--- src/rtl/tlbm_pkg.sv ---
package tlbm_pkg;
  localparam int WORD_W = 32;

  // Defaults word fields
  localparam int DF_TSEL_HI  = 29;
  localparam int DF_TSEL_LO  = 28;
  localparam int DF_TIDS_HI  = 17;
  localparam int DF_TIDS_LO  = 16;
  localparam int DF_SIZE_HI  = 11;
  localparam int DF_SIZE_LO  = 7;
  localparam int DF_ATTR_HI  = 4;
  localparam int DF_ATTR_LO  = 0;

  // Assist word field positions
  localparam int VALID_BIT   = 31;
  localparam int TS_BIT      = 12;
  localparam int TID_LSB     = 16;
  localparam int ESEL_LSB    = 16;
  localparam int NV_LSB      = 0;
  localparam int SPID_LSB    = 16;
  localparam int SAS_BIT     = 0;

  typedef enum logic [1:0] {
    TIDSRC_P0   = 2'd0,
    TIDSRC_P1   = 2'd1,
    TIDSRC_P2   = 2'd2,
    TIDSRC_ZERO = 2'd3
  } tid_src_e;

  typedef enum logic [2:0] {
    WIDX_SEL   = 3'd0,
    WIDX_TAG   = 3'd1,
    WIDX_EPN   = 3'd2,
    WIDX_RPN   = 3'd3,
    WIDX_RSV4  = 3'd4,
    WIDX_RSV5  = 3'd5,
    WIDX_SRCH  = 3'd6,
    WIDX_RPNHI = 3'd7
  } widx_e;

  typedef struct packed {
    logic [WORD_W-1:0] sel;
    logic [WORD_W-1:0] tag;
    logic [WORD_W-1:0] epn;
    logic [WORD_W-1:0] rpn;
    logic [WORD_W-1:0] srch;
    logic [WORD_W-1:0] rpnhi;
  } assist_set_t;
endpackage

--- src/rtl/tlbm_victim_ctr.sv ---
module tlbm_victim_ctr #(
  parameter int WAYS  = 4,
  localparam int WAY_W = (WAYS > 1) ? $clog2(WAYS) : 1
) (
  input  logic             clk,
  input  logic             rst_n,
  input  logic             adv,
  output logic [WAY_W-1:0] cur,
  output logic [WAY_W-1:0] nxt
);
  // Power-of-two way count: natural wrap of WAY_W bits is the modulo.
  assign nxt = cur + WAY_W'(1);

  always_ff @(posedge clk or negedge rst_n) begin
    if (!rst_n)   cur <= '0;
    else if (adv) cur <= nxt;
  end
endmodule

--- src/rtl/tlbm_compose.sv ---
module tlbm_compose
  import tlbm_pkg::*;
#(
  parameter int PID_W     = 8,
  parameter int WAY_W     = 2,
  parameter int PAGE_BITS = 12
) (
  input  logic [WORD_W-1:0] miss_addr,
  input  logic              acc_fetch,
  input  logic              iside_as,
  input  logic              dside_as,
  input  logic [PID_W-1:0]  pid0,
  input  logic [PID_W-1:0]  pid1,
  input  logic [PID_W-1:0]  pid2,
  input  logic [WORD_W-1:0] dflt_cfg,
  input  logic [WAY_W-1:0]  vict_cur,
  input  logic [WAY_W-1:0]  vict_nxt,
  output assist_set_t       fill
);
  logic             as_hit;
  logic [PID_W-1:0] tid_val;
  tid_src_e         tid_src;
  logic             unused_cfg_bits;

  assign unused_cfg_bits = ^{dflt_cfg[31:30], dflt_cfg[27:18], dflt_cfg[15:12],
                             dflt_cfg[6:5], miss_addr[PAGE_BITS-1:0]};

  assign as_hit  = acc_fetch ? iside_as : dside_as;
  assign tid_src = tid_src_e'(dflt_cfg[DF_TIDS_HI:DF_TIDS_LO]);

  always_comb begin
    case (tid_src)
      TIDSRC_P0: tid_val = pid0;
      TIDSRC_P1: tid_val = pid1;
      TIDSRC_P2: tid_val = pid2;
      default:   tid_val = '0;
    endcase
  end

  always_comb begin
    fill = '0;
    fill.sel[DF_TSEL_HI:DF_TSEL_LO]  = dflt_cfg[DF_TSEL_HI:DF_TSEL_LO];
    fill.sel[ESEL_LSB +: WAY_W]      = vict_cur;
    fill.sel[NV_LSB +: WAY_W]        = vict_nxt;

    fill.tag[VALID_BIT]              = 1'b1;
    fill.tag[TS_BIT]                 = as_hit;
    fill.tag[DF_SIZE_HI:DF_SIZE_LO]  = dflt_cfg[DF_SIZE_HI:DF_SIZE_LO];
    fill.tag[TID_LSB +: PID_W]       = tid_val;

    fill.epn[WORD_W-1:PAGE_BITS]     = miss_addr[WORD_W-1:PAGE_BITS];
    fill.epn[DF_ATTR_HI:DF_ATTR_LO]  = dflt_cfg[DF_ATTR_HI:DF_ATTR_LO];

    fill.srch[SPID_LSB +: PID_W]     = pid0;
    fill.srch[SAS_BIT]               = as_hit;
  end
endmodule

--- src/rtl/tlbm_regs.sv ---
module tlbm_regs
  import tlbm_pkg::*;
(
  input  logic              clk,
  input  logic              rst_n,
  input  logic              miss_stb,
  input  assist_set_t       fill,
  input  logic [WORD_W-1:0] miss_addr,
  input  logic              acc_fetch,
  input  logic              acc_store,
  input  logic              wr_en,
  input  logic [2:0]        wr_idx,
  input  logic [WORD_W-1:0] wr_data,
  output assist_set_t       held,
  output logic [WORD_W-1:0] fault_q,
  output logic              syn_q
);
  assist_set_t sw_next;

  // Software write view: only the chosen word changes.
  always_comb begin
    sw_next = held;
    case (widx_e'(wr_idx))
      WIDX_SEL:   sw_next.sel   = wr_data;
      WIDX_TAG:   sw_next.tag   = wr_data;
      WIDX_EPN:   sw_next.epn   = wr_data;
      WIDX_RPN:   sw_next.rpn   = wr_data;
      WIDX_SRCH:  sw_next.srch  = wr_data;
      WIDX_RPNHI: sw_next.rpnhi = wr_data;
      default:    sw_next       = held;
    endcase
  end

  always_ff @(posedge clk or negedge rst_n) begin
    if (!rst_n) begin
      held    <= '0;
      fault_q <= '0;
      syn_q   <= 1'b0;
    end else if (miss_stb) begin
      held    <= fill;
      fault_q <= miss_addr;
      if (!acc_fetch) syn_q <= acc_store;
    end else if (wr_en) begin
      held    <= sw_next;
    end
  end
endmodule

--- src/rtl/tlbmiss_assist_loader.sv ---
module tlbmiss_assist_loader
  import tlbm_pkg::*;
#(
  parameter int WAYS      = 4,
  parameter int PID_W     = 8,
  parameter int PAGE_BITS = 12
) (
  input  logic              clk,
  input  logic              rst_n,
  input  logic              miss_stb,
  input  logic [31:0]       miss_addr,
  input  logic              acc_fetch,
  input  logic              acc_store,
  input  logic              iside_as,
  input  logic              dside_as,
  input  logic [PID_W-1:0]  pid0,
  input  logic [PID_W-1:0]  pid1,
  input  logic [PID_W-1:0]  pid2,
  input  logic [31:0]       dflt_cfg,
  input  logic              wr_en,
  input  logic [2:0]        wr_idx,
  input  logic [31:0]       wr_data,
  output logic [31:0]       sel_word,
  output logic [31:0]       tag_word,
  output logic [31:0]       epn_word,
  output logic [31:0]       rpn_word,
  output logic [31:0]       srch_word,
  output logic [31:0]       rpnhi_word,
  output logic [31:0]       fault_addr,
  output logic              syn_store
);
  localparam int WAY_W = (WAYS > 1) ? $clog2(WAYS) : 1;

  logic [WAY_W-1:0] vict_cur;
  logic [WAY_W-1:0] vict_nxt;
  assist_set_t      fill;
  assist_set_t      held;

  tlbm_victim_ctr #(.WAYS(WAYS)) u_vict (
    .clk (clk),
    .rst_n (rst_n),
    .adv (miss_stb),
    .cur (vict_cur),
    .nxt (vict_nxt)
  );

  tlbm_compose #(.PID_W(PID_W), .WAY_W(WAY_W), .PAGE_BITS(PAGE_BITS)) u_comp (
    .miss_addr (miss_addr),
    .acc_fetch (acc_fetch),
    .iside_as (iside_as),
    .dside_as (dside_as),
    .pid0 (pid0),
    .pid1 (pid1),
    .pid2 (pid2),
    .dflt_cfg (dflt_cfg),
    .vict_cur (vict_cur),
    .vict_nxt (vict_nxt),
    .fill (fill)
  );

  tlbm_regs u_regs (
    .clk (clk),
    .rst_n (rst_n),
    .miss_stb (miss_stb),
    .fill (fill),
    .miss_addr (miss_addr),
    .acc_fetch (acc_fetch),
    .acc_store (acc_store),
    .wr_en (wr_en),
    .wr_idx (wr_idx),
    .wr_data (wr_data),
    .held (held),
    .fault_q (fault_addr),
    .syn_q (syn_store)
  );

  assign sel_word   = held.sel;
  assign tag_word   = held.tag;
  assign epn_word   = held.epn;
  assign rpn_word   = held.rpn;
  assign srch_word  = held.srch;
  assign rpnhi_word = held.rpnhi;
endmodule

--- config.mk ---
export PLATFORM = sky130hd
export DESIGN_NAME = tlbmiss_assist_loader
export DESIGN_NICKNAME = d
export VERILOG_FILES = /design/src/rtl/tlbm_pkg.sv /design/src/rtl/tlbm_victim_ctr.sv /design/src/rtl/tlbm_compose.sv /design/src/rtl/tlbm_regs.sv /design/src/rtl/tlbmiss_assist_loader.sv
export SDC_FILE = /design/constraint.sdc
export NUM_CORES = 1
export LEC_CHECK = 0
export ABC_CLOCK_PERIOD_IN_PS = 2700
export CAP_MARGIN = 10
export CORE_ASPECT_RATIO = 1.25
export CORE_MARGIN = 5
export CORE_UTILIZATION = 49
export CTS_BUF_LIST = sky130_fd_sc_hd__clkbuf_8
export DETAILED_ROUTE_END_ITERATION = 7
export PLACE_DENSITY = 0.87
export SKIP_CTS_REPAIR_TIMING = 1
export SYNTH_ARGS = -nofsm -noshare
export SYNTH_HDL_FRONTEND = slang
export SYNTH_SLANG_ARGS = --single-unit
--- constraint.sdc ---
create_clock -name clk -period 2.7 [get_ports clk]
set_input_delay 0.54 -clock clk [delete_from_list [all_inputs] [get_ports clk]]
set_output_delay 0.54 -clock clk [all_outputs]
set_load 0.02 [all_outputs]
---- After elaboration in Yosys (flattened, before gate mapping) ----
Index checks and enable logic that the tools add are counted.
cells by class
  add/sub/neg operators ................... 1
  equality and inequality tests ........... 7
  muxes and demuxes ....................... 10
  bitwise gates (word level) .............. 1
  reduce and logical (&&, ||, !) cells .... 16
operators by type and width
  operator                                        number
  2-to-1 mux 192 bit                              2
  2-to-1 mux 32 bit                               6
  one-hot mux 8 bit (3 select lines)              1
  AND reduction 2 bit                             7
  nonzero test 2 bit                              7
  == test 3 x 2 -> 1 bit (second input constant)  2
  == test 3 bit (second input constant)           2
  == test 3 x 1 -> 1 bit (second input constant)  1
  logical NOT 3 bit                               1
  adder 2 x 1 -> 2 bit (second input constant)    1
  == test 2 x 1 -> 1 bit (second input constant)  1
  == test 2 bit (second input constant)           1
  logical NOT 2 bit                               1
  2-to-1 mux 1 bit                                1
  NOT 1 bit                                       1
word-level totals
  flip-flop bits (word level) ............. 227
  bits of input ports ..................... 131
  output and inout port bits .............. 225
  logic and storage cells ................. 44

---- Logic depth before layout (Yosys ltp) ----
  depth after elaboration ................. 4
  depth in mapped cells ................... 6
  depth with buffers taken out ............ 3

---- Modules after synthesis ----
From an unflattened synthesis, not the netlist that was laid out.
unflattened totals
  cell total of the unflattened synthesis .. 1123
  area, all modules ....................... 11756.3 um^2
by module, submodules not included
  module           instances  cells an instance  area each (um^2)  seq. area each (um^2)
  tlbm_regs        1          909                10072.2           5630.4
  tlbm_compose     1          207                1597.8            0.0
  tlbm_victim_ctr  1          7                  86.3              50.0

---- Least setup slack after synthesis ----
Ideal clock, no wire load.
  path kind ............................... input to register
  start ................................... in wr_idx[0]
  end ..................................... reg, netlist name u_regs.held[177]
  library setup time ...................... 130 ps
  arrival time ............................ 1512 ps
  required time ........................... 2570 ps
  setup slack ............................. 1058 ps
  cell stages on the path ................. 5
  path buffers ............................ 2
  cell sequence ........................... or4b_1 buf_2 buf_6 mux2i_1 o21ai_1
on the way
  longest elaborated chain between the ends .. 3
RTL lines
  what                           line                         source
  start, declared                tlbmiss_assist_loader.sv:21  input logic [2:0] wr_idx,
  logical NOT 3 bit              tlbm_regs.sv:23              case (widx_e'(wr_idx))
  nonzero test 2 bit (no line)   --
  AND reduction 2 bit (no line)  --
No other way between the ends.
A chain may end at the register's enable or synchronous reset.

---- Worst setup path in the final report ----
  start ................................... in wr_idx[1]
  end ..................................... reg, netlist name u_regs.held[136]
on the way
  longest elaborated chain between the ends .. 3
RTL lines
  what                           line
  == test 3 x 1 -> 1 bit         tlbm_regs.sv:23
  nonzero test 2 bit (no line)   --
  AND reduction 2 bit (no line)  --
No other way between the ends.

==> results_dict.tcl <==
set metrics [dict create \
    crit_fanout 18 \
    core_area_um2 19300 \
    grt_max_degree 118 \
    synth_common_cells "nand2_1 (308), dfrtp_1 (227), a21oi_1 (119), mux2i_1 (59), o21ai_0 (52)" \
    root_buffer "clkbuf_8" \
    met2_usage 0.491 \
    via_count 8414 \
    timing.slew.headroom 0.521 \
    numCtsBuffers 36 \
    grt_pass1_vias 8716 \
    cts_sinks 227 \
    status "finished, final reports clean" \
    setup_viol 0 \
    tritoncts "done" \
    endpoint_kind "register" \
    initial_utilization 0.494 \
    sw_frac_of_total 0.270 \
    clock_latency_ns 0.51 \
    final_area_um2 13900 \
    arrival_ns 2.49 \
    required_ns 3.09 \
    dieHeight_um 166 \
    pwr-share-clk 0.380 \
    p_int_mw 6.07 \
    period_needed_ns 2.10 \
    synth_top_area_frac 0.598 \
    drc 0 \
    power_density_nw_per_um2 600 \
    clock_path_buffers 3 \
    cpPeakStageDelay_ns 0.64 \
    report.final.slew_viol_count 0 \
    cp_slowest_cell "nand4bb_2" \
    synth.area.top_cells "dfrtp_1 (60%), nand2_1 (12%), a21oi_1 (6.3%)" \
    synth_most_common_cell "nand2_1" \
    yosysTopAreaCell "dfrtp_1" \
    drtIter0Drc 541 \
    leakagePower_nw 5.86 \
    yosys_most_used_dff "dfrtp_1" \
    startpoint_type "input port" \
    grt_overflow 0 \
    synth.distinct_cells 36 \
    ir_worst_vdd_v 0.000568 \
    synth_seq_cells 227 \
    die-area_um2 22300 \
    clk_pin_slew_ns 0.06 \
    grt_pass1_wl_mm 49.1 \
    timing.fmax_ghz 0.476 \
    htree_num_levels 2 \
    die_x_um 135 \
    routed_via_density 5.45 \
    fin_nets 1414 \
    p_total_mw 8.32 \
    seq_area_frac_synth 0.598 \
    grt_usage 0.280 \
    synth_warnings 0 \
    synth_nets 1088 \
    drive_above_1_share 0.0895 \
    fin_crit_sh 0.778 \
    synth_area_um2 9500 \
    area_delta_synth_final_pct 46.0 \
    synth-edff-count 0 \
    antenna_found_initial 1 \
    comb_power_share 0.172 \
    avgSynthCellArea_um2 9.93 \
    fin_setup_tns_ns 0 \
    dp_hpwl_mm 22.3 \
    cap_violations 0 \
    dpl_cell_area_um2 13100 \
    power.switching_mw 2.25 \
    min_path_type "in2async" \
    crit_type "in2reg" \
    dr.pass1.iters 5 \
    skew_ns 0.00145 \
    reg2reg_depth 2 \
    p_seq_frac 0.448 \
    postSynthCellCount 957 \
    final_cells 1544 \
    grt.met1_usage 0.326 \
    grt_util_met3 0.0570 \
    crit_path_cell_trace "clkdlybuf4s50_1, nand4bb_2, buf_4, mux2i_1, o21ai_0" \
    dp_cells 1481 \
    rsz0062_at_grt "false" \
    hold_viol_final 0 \
    grt.busiest_layer "met2" \
    routed_wl_mm 31.4 \
    portBuffers 337 \
    fp-row-count 57 \
    io_pins 356 \
    gp_congestion 0.831 \
    ant_nets 0 \
    worst_slew_pin_slew_ns 0.718 \
    async_reset_ff_frac 1.00 \
    fin_util 0.720 \
    wl_per_cell_um 20.3 \
]
## metrics by stage
stage / worst slack (ns) / hold WS, ns
2_1_floorplan: 1.06 / 0.244
3_3_place_gp: 0.216 / 0.489
3_5_place_dp: 0.108 / 0.495
4_1_cts: 0.553 / 0.0641
5_1_grt: 0.456 / 0.0989
6_report: 0.599 / 0.0590
## critical path, delay by kind of cell
| family | cells | cell delay, ns |
|---|---|---|
| compound gates | 1 | 0.10 |
| buf+inv | 2 | 1.01 |
| mux | 1 | 0.20 |
| simple gates | 1 | 0.64 |
## layout make-up
| cell class | count | area (um^2) |
|---|---|---|
| sequential | 227 | 5680 |
| clock buffer | 49 | 674 |
| antenna | 1 | 2.50 |
| fill | 1337 | 5390 |
| tap | 236 | 295 |
| inverter | 20 | 75.1 |
| timing repair buffer | 364 | 3670 |
| multi-input combinational | 634 | 3350 |
| clock inverter | 13 | 116 |
## logic make-up after synthesis
kind of cell,share of synthesized area
compound gates,0.123
simple gates,0.149
mux,0.0776
flops,0.598
buf+inv,0.0498
xor+xnor,0.00277
## path summary, 6_finish.rpt
check	startpoint	to	slack (ns)
worst max-delay path	wr_idx[1]	u_regs.held[136]	0.60
worst min-delay path	rst_n	u_regs.held[46]	0.06
worst max register to register	u_regs.held[140]	u_regs.held[140]	1.75
worst min register to register	u_regs.fault_q[7]	u_regs.fault_q[7]	0.51
max in group asynchronous	rst_n	u_regs.held[39]	1.92
min in group clk	u_regs.fault_q[7]	u_regs.fault_q[7]	0.51
## cell usage in the layout (no fill, tap or decap), drive strengths merged, types with 16 or more instances in the layout
| master | synthesis | final |
|---|---|---|
| a21oi | 130 | 130 |
| buf | 43 | 28 |
| clkbuf | 33 | 50 |
| clkdlybuf4s50 | 0 | 335 |
| dfrtp | 227 | 227 |
| inv | 20 | 25 |
| mux2i | 59 | 59 |
| nand2 | 308 | 308 |
| nor3 | 16 | 16 |
| o21ai | 63 | 63 |
## metal layers
| metal | routed length, um | part of all wire | vias up |
|---|---|---|---|
| li1 | - | - | 3839 |
| met1 | 11200 | 0.36 | 4061 |
| met2 | 16100 | 0.51 | 413 |
| met3 | 2440 | 0.078 | 101 |
| met4 | 1580 | 0.050 | 0 |
| met5 | 0 | 0 | - |
## power groups by stage
stage	combinational [mW]	sequential (mW)	clock (mW)
detailed placement	1.43	3.79	0
global route	1.52	3.76	3.35
global placement	1.41	3.78	0
CTS	1.44	3.73	3.21
finish	1.43	3.73	3.16
floorplan	0.376	4.01	0
## flip-flops by register name (all words and copies together) (netlist names)
register / cells
u_regs.held: 192
u_regs.fault_q: 32
u_vict.cur: 2
u_regs.syn_q: 1
Power figures use the tool's default switching activity.
